==> config.mk <==
export PLATFORM = sky130hd
export DESIGN_NAME = mp_irq_ctrl
export DESIGN_NICKNAME = d
export VERILOG_FILES = /design/src/rtl/mp_irq_ctrl.sv
export SDC_FILE = /design/constraint.sdc
export NUM_CORES = 1
export LEC_CHECK = 0
export BUFFER_PORTS_ARGS = -buffer_cell sky130_fd_sc_hd__buf_2
export CAP_MARGIN = 10
export CORE_UTILIZATION = 30
export DETAILED_ROUTE_END_ITERATION = 16
export SLEW_MARGIN = 20
export SYNTH_ARGS = -nofsm -noshare
export SYNTH_HDL_FRONTEND = slang
export SYNTH_SLANG_ARGS = --single-unit
==> constraint.sdc <==
create_clock -name clk -period 2.5 [get_ports clk]
set_clock_uncertainty 0.1 [all_clocks]
set_input_delay 0 -clock clk [delete_from_list [all_inputs] [get_ports clk]]
set_output_delay 0 -clock clk [all_outputs]
set_load 0.02 [all_outputs]
==> src/rtl/mp_irq_ctrl.sv <==
module mp_irq_ctrl #(
  parameter int NCPU = 4
) (
  input  logic              clk,
  input  logic              rst_n,
  input  logic [15:0]       irq_lines,
  input  logic              bus_we,
  input  logic [7:0]        bus_addr,
  input  logic [31:0]       bus_wdata,
  output logic [31:0]       bus_rdata,
  input  logic [NCPU-1:0]   ack_valid,
  input  logic [5*NCPU-1:0] ack_line,
  output logic [4*NCPU-1:0] irq_num
);
  localparam logic [15:0] VEC = 16'hFFFE;

  logic [15:0] level_q, pend_q, bcast_q, lines_q;
  logic [15:0] mask_q  [NCPU];
  logic [15:0] force_q [NCPU];
  logic [15:0] pend_n;
  logic [15:0] force_n [NCPU];
  logic [15:0] ack_bits [NCPU];
  logic [15:0] ack_any, rise, clr_bits, wlo, whi;
  logic [4*NCPU-1:0] num_q;

  wire       slot_ok = (bus_addr[1:0] == 2'b00) && (32'(bus_addr[5:2]) < NCPU);
  wire [3:0] slot    = bus_addr[5:2];
  wire       wr_mask  = bus_we && bus_addr[7:6] == 2'b01 && slot_ok;
  wire       wr_force = bus_we && bus_addr[7:6] == 2'b10 && slot_ok;

  assign wlo      = bus_wdata[15:0] & VEC;
  assign whi      = bus_wdata[31:16] & VEC;
  assign rise     = irq_lines & ~lines_q & VEC;
  assign clr_bits = (bus_we && bus_addr == 8'h0C) ? wlo : 16'h0;

  function automatic logic [3:0] top_line(input logic [15:0] v);
    logic [3:0] r;
    r = 4'd0;
    for (int i = 1; i < 16; i++) if (v[i]) r = 4'(i);
    return r;
  endfunction

  always_comb begin
    ack_any = 16'h0;
    for (int c = 0; c < NCPU; c++) begin
      ack_bits[c] = ack_valid[c] ? ((16'd1 << ack_line[c*5 +: 4]) & VEC) : 16'h0;
      ack_any     = ack_any | ack_bits[c];
    end
    pend_n = (pend_q & ~clr_bits & ~ack_any) | (rise & ~bcast_q);
    for (int c = 0; c < NCPU; c++) begin
      force_n[c] = force_q[c];
      if (c == 0 && bus_we && bus_addr == 8'h08) force_n[c] = wlo;
      if (wr_force && 32'(slot) == c) force_n[c] = (force_n[c] | wlo) & ~whi;
      force_n[c] = force_n[c] & ~ack_bits[c] & ~((c == 0) ? clr_bits : 16'h0);
      force_n[c] = force_n[c] | (rise & bcast_q);
    end
  end

  always_ff @(posedge clk) begin
    if (!rst_n) begin
      level_q <= '0; pend_q <= '0; bcast_q <= '0; lines_q <= '0; num_q <= '0;
      for (int c = 0; c < NCPU; c++) begin
        mask_q[c]  <= '0;
        force_q[c] <= '0;
      end
    end else begin
      lines_q <= irq_lines;
      pend_q  <= pend_n;
      if (bus_we && bus_addr == 8'h00) level_q <= wlo;
      if (bus_we && bus_addr == 8'h14) bcast_q <= wlo;
      for (int c = 0; c < NCPU; c++) begin
        logic [15:0] act;
        act = (pend_q | force_q[c]) & mask_q[c];
        num_q[c*4 +: 4] <= (|(act & level_q)) ? top_line(act & level_q)
                                               : top_line(act & ~level_q);
        force_q[c] <= force_n[c];
        if (wr_mask && 32'(slot) == c) mask_q[c] <= wlo;
      end
    end
  end

  assign irq_num = num_q;

  always_comb begin
    bus_rdata = 32'h0;
    case (bus_addr)
      8'h00: bus_rdata = {16'h0, level_q};
      8'h04: bus_rdata = {16'h0, pend_q};
      8'h08: bus_rdata = {16'h0, force_q[0]};
      8'h14: bus_rdata = {16'h0, bcast_q};
      default: begin
        if (slot_ok && bus_addr[7:6] == 2'b01) bus_rdata = {16'h0, mask_q[slot]};
        if (slot_ok && bus_addr[7:6] == 2'b10) bus_rdata = {16'h0, force_q[slot]};
      end
    endcase
  end

  p_status_zero_r10: assert property (@(posedge clk) disable iff (!rst_n)
    (bus_addr == 8'h10 || bus_addr == 8'h0C || bus_addr[7:6] == 2'b11) |-> bus_rdata == 32'h0);

  p_pend_hold_r10: assert property (@(posedge clk) disable iff (!rst_n)
    (clr_bits == 16'h0 && ack_valid == '0) |=> ((pend_q & $past(pend_q)) == $past(pend_q)));

  p_no_bit0_r2: assert property (@(posedge clk) disable iff (!rst_n)
    (pend_q[0] == 1'b0 && level_q[0] == 1'b0 && bcast_q[0] == 1'b0));

  for (genvar g = 0; g < NCPU; g++) begin : g_chk
    p_masked_out_r5: assert property (@(posedge clk) disable iff (!rst_n)
      (num_q[g*4 +: 4] != 4'd0) |-> ((($past(mask_q[g]) >> num_q[g*4 +: 4]) & 16'd1) != 16'd0));
    p_no_mask_quiet_r5: assert property (@(posedge clk) disable iff (!rst_n)
      (mask_q[g] == 16'h0) |=> (num_q[g*4 +: 4] == 4'd0));
    p_bcast_fill_r4: assert property (@(posedge clk) disable iff (!rst_n)
      (|(rise & bcast_q)) |=> ((force_q[g] & $past(rise & bcast_q)) == $past(rise & bcast_q)));
  end
endmodule

==> results.md, run 1 <==
- Pre-Repair DR Iteration Count: 6
- Buffers from clock root to sink, at most: 2
- Tightest slew margin relative to the limit: 0.306
- FF+latch count, synth: 196
- PwrDens: 505 nW/µm²
- Multi-input combinational cell area: 6710 µm²
- Element type at the critical path start: input port
- Arrival time of the worst setup path: 2.63 ns
- Horizontal extent of the die: 200 µm
- Worst r2r path cells: 6
- Maximum fanout along the worst path: 7
- Fin. Hold Viols: 0
- Synth Area in XOR/XNOR: 0
- Non-Filler Cell Area, Final: 14300 µm²
- Via count of the first global-routing pass: 11500
- Syn Inst Count: 1389
- Worst Tran Pin Value: 1.04 ns
- Period minus WS final: 2.39 ns
- Status: complete, no violations
- Critical Path End Type: register
- Count of inserted antenna diode cells: 0
- Wirelength, routed: 49800 µm
- Worst Hold Path Cells: 4
- Async set-reset flop share out of synthesis: 0
- TritonCTS clock tree: yes
- Global-route total usage across every layer: 0.249
- Number of non-filler instances in the completed layout: 2082
- DR vias: 12400
- Clock transition time at the flip-flop clock pins of the worst setup and hold paths: 0.08 ns
- Port bufs: 106
- Sequential share of the synthesized area: 0.384
- Fraction of final layout cells with drive strength greater than 1: 0.167
- Highest clock frequency the design can meet: 0.419 GHz
- Sequential Area: 4520 µm²
- Antenna violations before repair: 0
- Number of placement rows: 72
- Syn Area/Cell: 8.48 µm²
- Dominant combinational cell family by area after synthesis: compound AO/OA/AOI/OAI gates
- Area fraction in compound gates after synthesis: 0.276
- Fillers: 3910
- First-pass GRT wire length: 73100 µm
- Slew Viols, Final: 0
- Number of max-cap violations: 0
- Core region area: 38600 µm²
- Prevailing post-synth register cell: sky130_fd_sc_hd__dfxtp_1
- Final setup violation count: 0
- Floorplan die area: 40000 µm²
- Number of ports placed on the die boundary: 131
- Pin count of the biggest net entering global routing: 48
- Final weighted congestion of routability-driven global placement: 1.00
- Simple-gate share of the synthesized area: 0.217
- Vias per cell: 5.95
- Fraction of synthesized area in multiplexers: 0.0701
- Final clock period utilization by the worst path: 0.956
- HPWL Detailed: 38300 µm
- Total congestion overflow: 0
- NumNets Final: 1634
- Clock buffer count from CTS: 17
- Floorplan die height: 200 µm
- Clock Latency Late Sink: 0.45 ns
- Arithmetic-cell share of the synthesized area counting full adders, half adders and majority gates: 0
- Number of different library cells in the post-synthesis netlist: 74
- Wirelength per Cell: 23.9 µm
- Number of DRC markers in iteration 0: 1572
- Clock tree root buffer cell: sky130_fd_sc_hd__clkbuf_16
- Worst min-delay path class: in -> reg
- Post-route antenna net violation count: 0
- Data required time of the worst path: 2.74 ns
- Initial core utilization: 0.305
- Post-Syn Area: 11800 µm²
- Total placed instance area: 13000 µm²
- Setup TNS after final layout: 0 ns
- Setup CP Type: in -> reg
- RSZ-0062 raised after global routing: false
- Number of H-tree levels: 4
- Dpl cells: 1977
- EDFF count, synth: 60
- Area growth syn-to-layout: 21.5%
- Pleak: 5.35 nW
- Yosys warnings: 0
- Number of DRC violations after detailed routing: 0
- Worst ir drop on vdd: 421 µV
- # clock sinks: 196
-- what timing repair did --
item | 4_1_cts | 5_1_grt
resized for setup | 0 | 1
setup endpoints to repair | 0 | 2
hold endpoints to repair | 180 | 0
hold buffers | 67 | 0
setup buffers | 0 | 5
-- power by group --
part	internal [W]	switching [W]	leakage [nW]	total (W)
sequential	0.00339	0.000121	1.68	0.00351
clock	0.00135	0.00132	0.279	0.00267
combinational	0.000401	0.000640	3.39	0.00104
total	0.00514	0.00208	5.35	0.00722
-- placed cells by master (no fill, tap or decap), types with 4 or more instances in the layout --
| cell | count |
|---|---|
| sky130_fd_sc_hd__nand2_1 | 158 |
| sky130_fd_sc_hd__dfxtp_1 | 136 |
| sky130_fd_sc_hd__a21oi_1 | 115 |
| sky130_fd_sc_hd__o21ai_0 | 114 |
| sky130_fd_sc_hd__buf_2 | 106 |
| sky130_fd_sc_hd__nor2_1 | 102 |
| sky130_fd_sc_hd__and2_1 | 79 |
| sky130_fd_sc_hd__buf_4 | 68 |
| sky130_fd_sc_hd__dlygate4sd3_1 | 67 |
| sky130_fd_sc_hd__o211ai_1 | 61 |
| sky130_fd_sc_hd__edfxtp_1 | 60 |
| sky130_fd_sc_hd__nand3_1 | 49 |
| sky130_fd_sc_hd__a22oi_1 | 40 |
| sky130_fd_sc_hd__o21ai_1 | 35 |
| sky130_fd_sc_hd__mux4_2 | 30 |
| sky130_fd_sc_hd__o22ai_1 | 23 |
| sky130_fd_sc_hd__clkbuf_16 | 18 |
| sky130_fd_sc_hd__nand4_1 | 17 |
| sky130_fd_sc_hd__conb_1 | 17 |
| sky130_fd_sc_hd__a22o_1 | 16 |
| sky130_fd_sc_hd__nand3b_1 | 16 |
| sky130_fd_sc_hd__a221oi_1 | 15 |
| sky130_fd_sc_hd__mux2i_1 | 15 |
| sky130_fd_sc_hd__nor2b_1 | 13 |
| sky130_fd_sc_hd__inv_1 | 13 |
| sky130_fd_sc_hd__nor3_1 | 12 |
| sky130_fd_sc_hd__a211o_1 | 11 |
| sky130_fd_sc_hd__a221o_1 | 10 |
| sky130_fd_sc_hd__and3_1 | 9 |
| sky130_fd_sc_hd__nand2b_1 | 8 |
| sky130_fd_sc_hd__or2_2 | 8 |
| sky130_fd_sc_hd__nand4b_1 | 7 |
| sky130_fd_sc_hd__a31oi_1 | 7 |
| sky130_fd_sc_hd__nor3b_1 | 6 |
| sky130_fd_sc_hd__o32ai_1 | 5 |
| sky130_fd_sc_hd__o22a_1 | 4 |
| sky130_fd_sc_hd__o21a_1 | 4 |
| sky130_fd_sc_hd__clkinv_4 | 4 |
| sky130_fd_sc_hd__buf_12 | 4 |
-- synth_stat cells (4+ instances only) --
cell,count,area [µm²]
sky130_fd_sc_hd__a211o_1,11,96.3
sky130_fd_sc_hd__a21oi_1,115,576
sky130_fd_sc_hd__a221o_1,10,100
sky130_fd_sc_hd__a221oi_1,15,131
sky130_fd_sc_hd__a22o_1,16,140
sky130_fd_sc_hd__a22oi_1,40,300
sky130_fd_sc_hd__a31oi_1,8,50.1
sky130_fd_sc_hd__and2_1,79,494
sky130_fd_sc_hd__and3_1,9,56.3
sky130_fd_sc_hd__buf_1,6,22.5
sky130_fd_sc_hd__buf_2,14,70.1
sky130_fd_sc_hd__buf_4,20,150
sky130_fd_sc_hd__clkbuf_1,76,285
sky130_fd_sc_hd__dfxtp_1,136,2720
sky130_fd_sc_hd__edfxtp_1,60,1800
sky130_fd_sc_hd__inv_1,13,48.8
sky130_fd_sc_hd__mux2i_1,15,150
sky130_fd_sc_hd__mux4_2,30,676
sky130_fd_sc_hd__nand2_1,158,593
sky130_fd_sc_hd__nand2b_1,8,50.1
sky130_fd_sc_hd__nand3_1,49,245
sky130_fd_sc_hd__nand3b_1,16,120
sky130_fd_sc_hd__nand4_1,17,106
sky130_fd_sc_hd__nand4b_1,7,61.3
sky130_fd_sc_hd__nor2_1,102,383
sky130_fd_sc_hd__nor2b_1,13,81.3
sky130_fd_sc_hd__nor3_1,12,60.1
sky130_fd_sc_hd__nor3b_1,6,45.0
sky130_fd_sc_hd__o211ai_1,61,458
sky130_fd_sc_hd__o21a_1,4,30.0
sky130_fd_sc_hd__o21ai_0,117,586
sky130_fd_sc_hd__o21ai_1,32,160
sky130_fd_sc_hd__o22a_1,4,35.0
sky130_fd_sc_hd__o22ai_1,23,144
sky130_fd_sc_hd__o31ai_1,4,30.0
sky130_fd_sc_hd__o32ai_1,5,43.8
sky130_fd_sc_hd__or2_2,8,50.1
-- critical path, stage by stage --
cell                            delay, ns
sky130_fd_sc_hd__buf_2               0.13
sky130_fd_sc_hd__or3_4               0.43
sky130_fd_sc_hd__nor4b_4             0.31
sky130_fd_sc_hd__and4b_2             0.31
sky130_fd_sc_hd__buf_12              0.13
sky130_fd_sc_hd__nand2_1             0.05
sky130_fd_sc_hd__nand3_1             0.07
sky130_fd_sc_hd__dlygate4sd3_1       0.55
sky130_fd_sc_hd__o21ai_0             0.08
sky130_fd_sc_hd__dlygate4sd3_1       0.56
-- flip-flops by register name, indices dropped and copies added, names as in the netlist --
register  cells
force_q      60
mask_q       60
irq_num      16
bcast_q      15
level_q      15
lines_q      15
pend_q       15
-- kinds of logic (layout without fill, tap and decap cells) --
kind of cell           after synthesis  count (layout)
muxes                               45              45
DFF                                196             196
other                                1              17
AOI/OAI and AO/OA                  507             507
and+or+nand+nor                    507             507
buffers and inverters              133             292
-- routing by layer --
metal,routed length [µm],vias to the layer above,share of wire,global-route usage
met5,0,-,0,0
met4,1930,0,0.039,0.107
met3,5550,109,0.11,0.0581
met2,21900,845,0.44,0.380
met1,20400,5895,0.41,0.336
li1,-,5531,-,-
-- area by class of cell --
type / count / share of cell area
Inverter: 14 / 0.00367
Sequential cell: 196 / 0.316
Clock buffer: 20 / 0.0319
Tap cell: 518 / 0.0453
Multi-Input combinational cell: 1076 / 0.469
Timing Repair Buffer: 246 / 0.127
Clock inverter: 12 / 0.00674
-- path summary, 6_finish.rpt --
path | startpoint | endpoint | slack [ns]
setup / recovery | bus_addr[6] | force_q[2][15] | 0.11
setup reg to reg | pend_q[8] | irq_num[8] | 0.22
hold reg to reg | lines_q[8] | pend_q[8] | 0.42
hold / removal | ack_line[10] | force_q[2][13] | 0.02
-- through the flow --
stage | util | setup WS, ns | hold WS [ns] | total power, W
after detailed placement | 0.337 | 0.302 | 0.139 | 0.00451
after global routing | 0.370 | 0.00174 | 0.0288 | 0.00743
after global placement | 0.337 | 0.300 | 0.144 | 0.00451
after CTS | 0.368 | 0.0301 | 0.00127 | 0.00720
after floorplan | - | 0.0710 | 0.0217 | 0.00410
final | 0.370 | 0.111 | 0.0156 | 0.00722
No activity file was read; power rests on OpenSTA's default activity.
==> run 2, diff against run 1 <==
- BUFFER_PORTS_ARGS: -buffer_cell sky130_fd_sc_hd__buf_2 -> not set
- DONT_BUFFER_PORTS: not set -> 1
- MAX_ROUTING_LAYER: not set -> met4
- clock period: 2.5 -> 3.1 ns (I/O delays scaled with it)
==> run 2 against run 1 <==
Effect of this change:
- clock power is 15% lower
- routed wire length about the same
- register-to-register slack improved by 0.34 ns
- count of clock-buffer cells in the layout down 3
- largest cell class unchanged
==> results.md, run 2 (synthesis results as in run 1) <==
- Status: complete, no violations
- Worst Hold Margin: 0.0192 ns (+0.00355 ns)
- Number of max-cap violations: 0 (unchanged)
- Vias per cell: 6.09 (+2.3%)
- Pleak: 4.82 nW (-9.9%)
- Core region area: 38600 µm² (unchanged)
- TritonCTS clock tree: yes
- Final setup violation count: 0 (unchanged)
- Worst min-delay path class: in -> reg
- Port bufs: 0 (-100%)
- Number of DRC markers in iteration 0: 1826 (+16%)
- Tightest slew margin relative to the limit: 0.327 (+0.0208)
- Floorplan die height: 200 µm (unchanged)
- DR vias: 12000 (-3.3%)
- Most frequent cells in the layout: 158 x sky130_fd_sc_hd__nand2_1, 136 x sky130_fd_sc_hd__dfxtp_1, 115 x sky130_fd_sc_hd__a21oi_1, 114 x sky130_fd_sc_hd__o21ai_0, 102 x sky130_fd_sc_hd__nor2_1
- Fillers: 3923 (+0.33%)
- Wirelength, routed: 49800 µm (about the same)
- Setup TNS after final layout: 0 ns (unchanged)
- Clock transition time at the flip-flop clock pins of the worst setup and hold paths: 0.08 ns (about the same)
- Setup CP Type: reg -> reg
- Data required time of the worst path: 3.37 ns (+0.63 ns)
- Count of hold buffers inserted by post-cts repair: 88 (+31%)
- Initial core utilization: 0.305 (unchanged)
- # clock sinks: 196 (unchanged)
- NumNets Final: 1517 (-7.2%)
- Number of non-filler instances in the completed layout: 1968 (-5.5%)
- First-pass GRT wire length: 73100 µm (unchanged)
- Worst ir drop on vdd: 332 µV (-21%)
- Post-route antenna net violation count: 0 (unchanged)
- Commonest non-fill, non-tap cell in the layout: sky130_fd_sc_hd__nand2_1
- Global-route total usage across every layer: 0.257 (+0.00825)
- Crit path setup slack, layout: 0.557 ns (+0.445 ns)
- RSZ-0062 raised after global routing: false
- PwrDens: 425 nW/µm² (-16%)
- Number of DRC violations after detailed routing: 0 (unchanged)
- Pre-Repair DR Iteration Count: 6 (unchanged)
- Via count of the first global-routing pass: 11400 (-1.1%)
- Worst Tran Pin Value: 1.01 ns (-0.0301 ns)
- Number of H-tree levels: 4 (unchanged)
- HPWL Detailed: 36700 µm (-4.0%)
- Horizontal extent of the die: 200 µm (unchanged)
- Final weighted congestion of routability-driven global placement: 1.01 (+0.50%)
- Highest clock frequency the design can meet: 0.393 GHz
- Fraction of final layout cells with drive strength greater than 1: 0.0857 (-0.0812)
- Pin count of the biggest net entering global routing: 78 (+63%)
- Floorplan die area: 40000 µm² (unchanged)
- Clock Latency Late Sink: 0.46 ns (about the same)
- Multi-input combinational cell area: 6710 µm² (about the same)
- Element type at the critical path start: register
- Number of ports placed on the die boundary: 131 (unchanged)
- Area growth syn-to-layout: 16.8%
- Antenna violations before repair: 3 (+3)
- Critical Path End Type: register
- Postcts setup bufs: 0 (unchanged)
- Sequential Area: 4520 µm² (unchanged)
- Slew Viols, Final: 0 (unchanged)
- Number of placement rows: 72 (unchanged)
- Buffers from clock root to sink, at most: 2 (unchanged)
- Clock tree root buffer cell: sky130_fd_sc_hd__clkbuf_16
- Arrival time of the worst setup path: 2.81 ns (+0.18 ns)
- Clock buffer count from CTS: 17 (unchanged)
- Dpl ws: 0.738 ns (+0.437 ns)
- Dpl cells: 1845 (-6.7%)
- Total congestion overflow: 0 (unchanged)
- Maximum fanout along the worst path: 7 (unchanged)
- Fin. Hold Viols: 0 (unchanged)
- Wirelength per Cell: 25.3 µm (+5.9%)
- Period minus WS final: 2.54 ns
- Post-CTS Resized: 0 (unchanged)
- Final clock period utilization by the worst path: 0.820
## run 2: cell types whose count changed in the layout (fill, tap and decap cells not counted), sizes merged
cell / change
clkbuf: -4
buf: -136
inv: +3
dlygate4sd3: +20
clkinvlp: +1
clkinv: -2
diode: +3
bufinv: +1
## run 2: final timing paths
kind	start	endpoint	slack (ns)	cells past startpoint
setup reg to reg	pend_q[13]	irq_num[2]	0.56	6
hold reg to reg	bcast_q[2]	bcast_q[2]	0.41	2
hold / removal	ack_line[13]	force_q[2][11]	0.02	4
setup / recovery	pend_q[13]	irq_num[2]	0.56	6
## run 2: layout make-up
class / instances / share of cell area
Timing Repair Buffer: 129 / 0.0886
Multi-Input combinational cell: 1076 / 0.488
Clock buffer: 17 / 0.0309
Inverter: 14 / 0.00382
Antenna cell: 3 / 0.000546
Clock inverter: 15 / 0.0121
Tap cell: 518 / 0.0471
Sequential cell: 196 / 0.329
## run 2: routing by layer
| layer | GRT usage | up-vias | wire length [µm] | part of all wire |
|---|---|---|---|---|
| met5 | - | - | 0 | 0 |
| met4 | 0.112 | 0 | 2000 | 0.040 |
| met3 | 0.0558 | 116 | 5750 | 0.12 |
| met2 | 0.387 | 831 | 22000 | 0.44 |
| met1 | 0.331 | 5728 | 20100 | 0.40 |
| li1 | - | 5301 | - | - |
## run 2: per-stage QoR
step	cell area (µm²)	util	total power, W
2_1_floorplan	11800	-	0.00331
3_3_place_gp	12300	0.317	0.00343
3_5_place_dp	12300	0.317	0.00343
6_report	13700	0.356	0.00585
5_1_grt	13700	0.356	0.00600
4_1_cts	13700	0.356	0.00584
## run 2: critical path: stages, from the launching register on
cell and delay (ns):
sky130_fd_sc_hd__dfxtp_1 0.39, sky130_fd_sc_hd__o21ai_0 0.54, sky130_fd_sc_hd__o21ai_0 0.28, sky130_fd_sc_hd__nor4b_1 0.44
sky130_fd_sc_hd__and4_1 0.36, sky130_fd_sc_hd__nor4b_1 0.09, sky130_fd_sc_hd__a311oi_1 0.27
## run 2: power breakdown
part / leakage [nW] / internal (W) / switching [W]
Sequential: 1.68 / 0.00273 / 0.000147
Combinational: 2.85 / 0.000282 / 0.000401
Clock: 0.290 / 0.00115 / 0.00114
==> run 3, diff against run 2 <==
- ABC_AREA: not set -> 1
- clock period: 3.1 -> 2.33 ns (I/O delays scaled with it)
==> run 3 against run 2 <==
Effect of this change:
- area after synthesis fell by 2.6%
- non-clock buffer count rose by 40
- die area fell by 2.6%
- largest cell class unchanged
- highest routed layer unchanged
- synthesized cell count rose by 18%
- flip-flop and latch count did not move
- first-iteration DRC count fell by 8.7%
- count of clock-buffer cells in the layout rose by 2
- total power rose by 35%
==> results.md, run 3 <==
- Antenna violations before repair: 4 (+1)
- Biggest area consumer among synthesized cells: sky130_fd_sc_hd__dfxtp_1
- Floorplan die height: 198 µm (-1.3%)
- Yosys warnings: 0 (unchanged)
- Simple-gate share of the synthesized area: 0.234 (+0.0177)
- Post-route antenna net violation count: 0 (unchanged)
- Buffers from clock root to sink, at most: 2 (unchanged)
- Async set-reset flop share out of synthesis: 0 (unchanged)
- Port bufs: 0 (unchanged)
- Floorplan die area: 39000 µm² (-2.6%)
- Via count of the first global-routing pass: 11800 (+3.2%)
- Final clock period utilization by the worst path: 0.961
- Data required time of the worst path: 2.23 ns (-1.14 ns)
- Dominant combinational cell family by area after synthesis: compound AO/OA/AOI/OAI gates
- Total congestion overflow: 0 (unchanged)
- Met2 track demand over resource: 0.397 (+0.0100)
- Fraction of final layout cells with drive strength greater than 1: 0.0707 (-0.0149)
- Vias per cell: 5.54 (-9.0%)
- Pleak: 5.65 nW (+17%)
- Status: complete, no violations
- Postcts setup bufs: 0 (unchanged)
- Highest clock frequency the design can meet: 0.447 GHz
- Most used standard cell by instance count after synthesis: sky130_fd_sc_hd__nand2_1
- Fin. Hold Viols: 0 (unchanged)
- Worst ir drop on vdd: 562 µV (+69%)
- Area share of the largest cell type after synthesis: 0.237 (+0.00618)
- Worst Tran Pin Value: 1.17 ns (+0.163 ns)
- Syn Inst Count: 1639 (+18%)
- Worst min-delay path class: in -> reg
- PwrDens: 563 nW/µm² (+32%)
- Number of different library cells in the post-synthesis netlist: 45 (-39%)
- Number of ports placed on the die boundary: 131 (unchanged)
- Most frequent cells in the layout: 368 x sky130_fd_sc_hd__nand2_1, 213 x sky130_fd_sc_hd__inv_1, 162 x sky130_fd_sc_hd__nor2_1, 136 x sky130_fd_sc_hd__dfxtp_1, 126 x sky130_fd_sc_hd__a21oi_1
- EDFF count, synth: 60 (unchanged)
- Maximum fanout along the worst path: 15 (+8)
- Setup TNS after final layout: 0 ns (unchanged)
- Tightest slew margin relative to the limit: 0.208 (-0.119)
- Area fraction in compound gates after synthesis: 0.265 (-0.0116)
- NumNets Final: 1851 (+22%)
- Main area contributors after synthesis: sky130_fd_sc_hd__dfxtp_1 24%, sky130_fd_sc_hd__edfxtp_1 16%, sky130_fd_sc_hd__nand2_1 12%, sky130_fd_sc_hd__inv_1 7.0%, sky130_fd_sc_hd__a21oi_1 5.5%
- Dpl cells: 2141 (+16%)
- Clock tree root buffer cell: sky130_fd_sc_hd__clkbuf_16
- Critical Path End Type: output pin
- Element type at the critical path start: input port
- FF+latch count, synth: 196 (unchanged)
- Final setup violation count: 0 (unchanged)
- Fraction of synthesized area in multiplexers: 0 (-0.0701)
- Number of DRC violations after detailed routing: 0 (unchanged)
- TritonCTS clock tree: yes
- Most heavily used metal layer in global routing: met2
- Crit path setup slack, layout: 0.0907 ns (-0.466 ns)
- Commonest non-fill, non-tap cell in the layout: sky130_fd_sc_hd__nand2_1
- Pre-Repair DR Iteration Count: 5 (-1)
- Total power: 0.00789 W (+35%)
- Horizontal extent of the die: 198 µm (-1.3%)
- Number of DRC markers in iteration 0: 1668 (-8.7%)
- Met1 global-route usage: 0.359 (+0.0280)
- Clock transition time at the flip-flop clock pins of the worst setup and hold paths: 0.07 ns (about the same)
- RSZ-0062 raised after global routing: false
- Arrival time of the worst setup path: 2.14 ns (-0.67 ns)
- Number of non-filler instances in the completed layout: 2296 (+17%)
- DR vias: 12700 (+6.2%)
- Number of placement rows: 71 (-1.4%)
- Clock buffer count from CTS: 17 (unchanged)
- Wirelength, routed: 51300 µm (+3.0%)
- Setup CP Type: in -> out
- Pin count of the biggest net entering global routing: 42 (-46%)
- Dpl ws: -0.0397 ns (-0.778 ns)
- Number of H-tree levels: 4 (unchanged)
- Post-synth top cells: 368 x sky130_fd_sc_hd__nand2_1, 213 x sky130_fd_sc_hd__inv_1, 166 x sky130_fd_sc_hd__nor2_1
- Period minus WS final: 2.24 ns
- Slew Viols, Final: 0 (unchanged)
- Core region area: 37700 µm² (-2.5%)
- Final weighted congestion of routability-driven global placement: 0.966 (-4.3%)
- Area growth syn-to-layout: 22.1%
- Sequential Area: 4520 µm² (unchanged)
- HPWL Detailed: 38900 µm (+5.9%)
- Initial core utilization: 0.304 (about the same)
- # clock sinks: 196 (unchanged)
- Clock Latency Late Sink: 0.46 ns (about the same)
- Global-route total usage across every layer: 0.270 (+0.0130)
- Arithmetic-cell share of the synthesized area counting full adders, half adders and majority gates: 0 (unchanged)
- Prevailing post-synth register cell: sky130_fd_sc_hd__dfxtp_1
- Sequential share of the synthesized area: 0.395 (+0.0103)
- Met3 track demand over resource: 0.0666 (+0.0108)
- Worst Hold Margin: 0.0262 ns (+0.00700 ns)
- Number of max-cap violations: 0 (unchanged)
- Synth Area in XOR/XNOR: 0 (unchanged)
- First-pass GRT wire length: 74900 µm (+2.5%)
- Fillers: 4016 (+2.4%)
- Syn Area/Cell: 7.00 µm² (-17%)
- Post-Syn Area: 11500 µm² (-2.6%)
- Wirelength per Cell: 22.4 µm (-12%)
- Multi-input combinational cell area: 5800 µm² (-14%)
==> run 3: cell types whose count changed in the layout (fill, tap and decap cells not counted), moves of 18 or more <==
cell / delta
sky130_fd_sc_hd__and2_1: -79
sky130_fd_sc_hd__nand2_1: +210
sky130_fd_sc_hd__mux4_2: -30
sky130_fd_sc_hd__o21ai_1: -18
sky130_fd_sc_hd__inv_1: +200
sky130_fd_sc_hd__nor2_1: +60
sky130_fd_sc_hd__o22ai_1: +58
sky130_fd_sc_hd__o21a_1: +42
sky130_fd_sc_hd__a22oi_1: -38
sky130_fd_sc_hd__dlygate4sd3_1: +31
==> run 3: power breakdown <==
| group | switching, W | internal, W | total, W | leakage [nW] |
|---|---|---|---|---|
| clock | 0.00148 | 0.00156 | 0.00304 | 0.282 |
| sequential | 0.000147 | 0.00364 | 0.00378 | 1.68 |
| combinational | 0.000691 | 0.000371 | 0.00106 | 3.69 |
| total | 0.00232 | 0.00556 | 0.00789 | 5.65 |
==> run 3: path summary, 6_finish.rpt <==
check / start / endpoint / slack (ns) / depth (start not counted)
worst max register to register: pend_q[15] / irq_num[4] / 0.16 / 11
worst max-delay path: bus_addr[1] / bus_rdata[9] / 0.09 / 5
worst min register to register: bcast_q[1] / bcast_q[1] / 0.42 / 2
worst min-delay path: ack_line[0] / force_q[0][12] / 0.03 / 6
==> run 3: metal layers <==
layer | up-vias | wire length, µm
met1 | 5994 | 21700
met4 | 0 | 1540
met2 | 833 | 22200
met3 | 83 | 5930
met5 | - | 0
li1 | 5810 | -
==> run 3: cell type report <==
type,count,area share
multi-input cells,1160,0.414
flip-flops and latches,196,0.323
repair buffers,169,0.115
inverters,224,0.0604
well taps,511,0.0457
clock buffers,19,0.0324
clock inverters,13,0.00858
diodes,4,0.000715
==> run 3: timing repair <==
item	CTS	global route
setup endpoints to repair	0	9
hold buffers	119	0
gates resized for setup	0	7
hold endpoints to repair	252	0
==> run 3: kinds of logic after synthesis <==
kind of cell / Yosys count
AND/OR/NAND/NOR: 648
AO/OA/AOI/OAI: 495
flip-flops: 196
buffers and inverters: 299
other: 1
==> run 3: critical path, cell delays in order <==
cell,delay [ns]
sky130_fd_sc_hd__nor2_2,0.14
sky130_fd_sc_hd__inv_2,0.07
sky130_fd_sc_hd__nor4_2,0.52
sky130_fd_sc_hd__inv_2,0.34
sky130_fd_sc_hd__o311ai_1,1.07
==> run 3: per-stage QoR <==
stage,util,cell area [µm²]
after detailed placement,0.324,12200
final,0.372,14000
after global routing,0.372,14000
after floorplan,-,11500
after CTS,0.371,14000
after global placement,0.324,12200
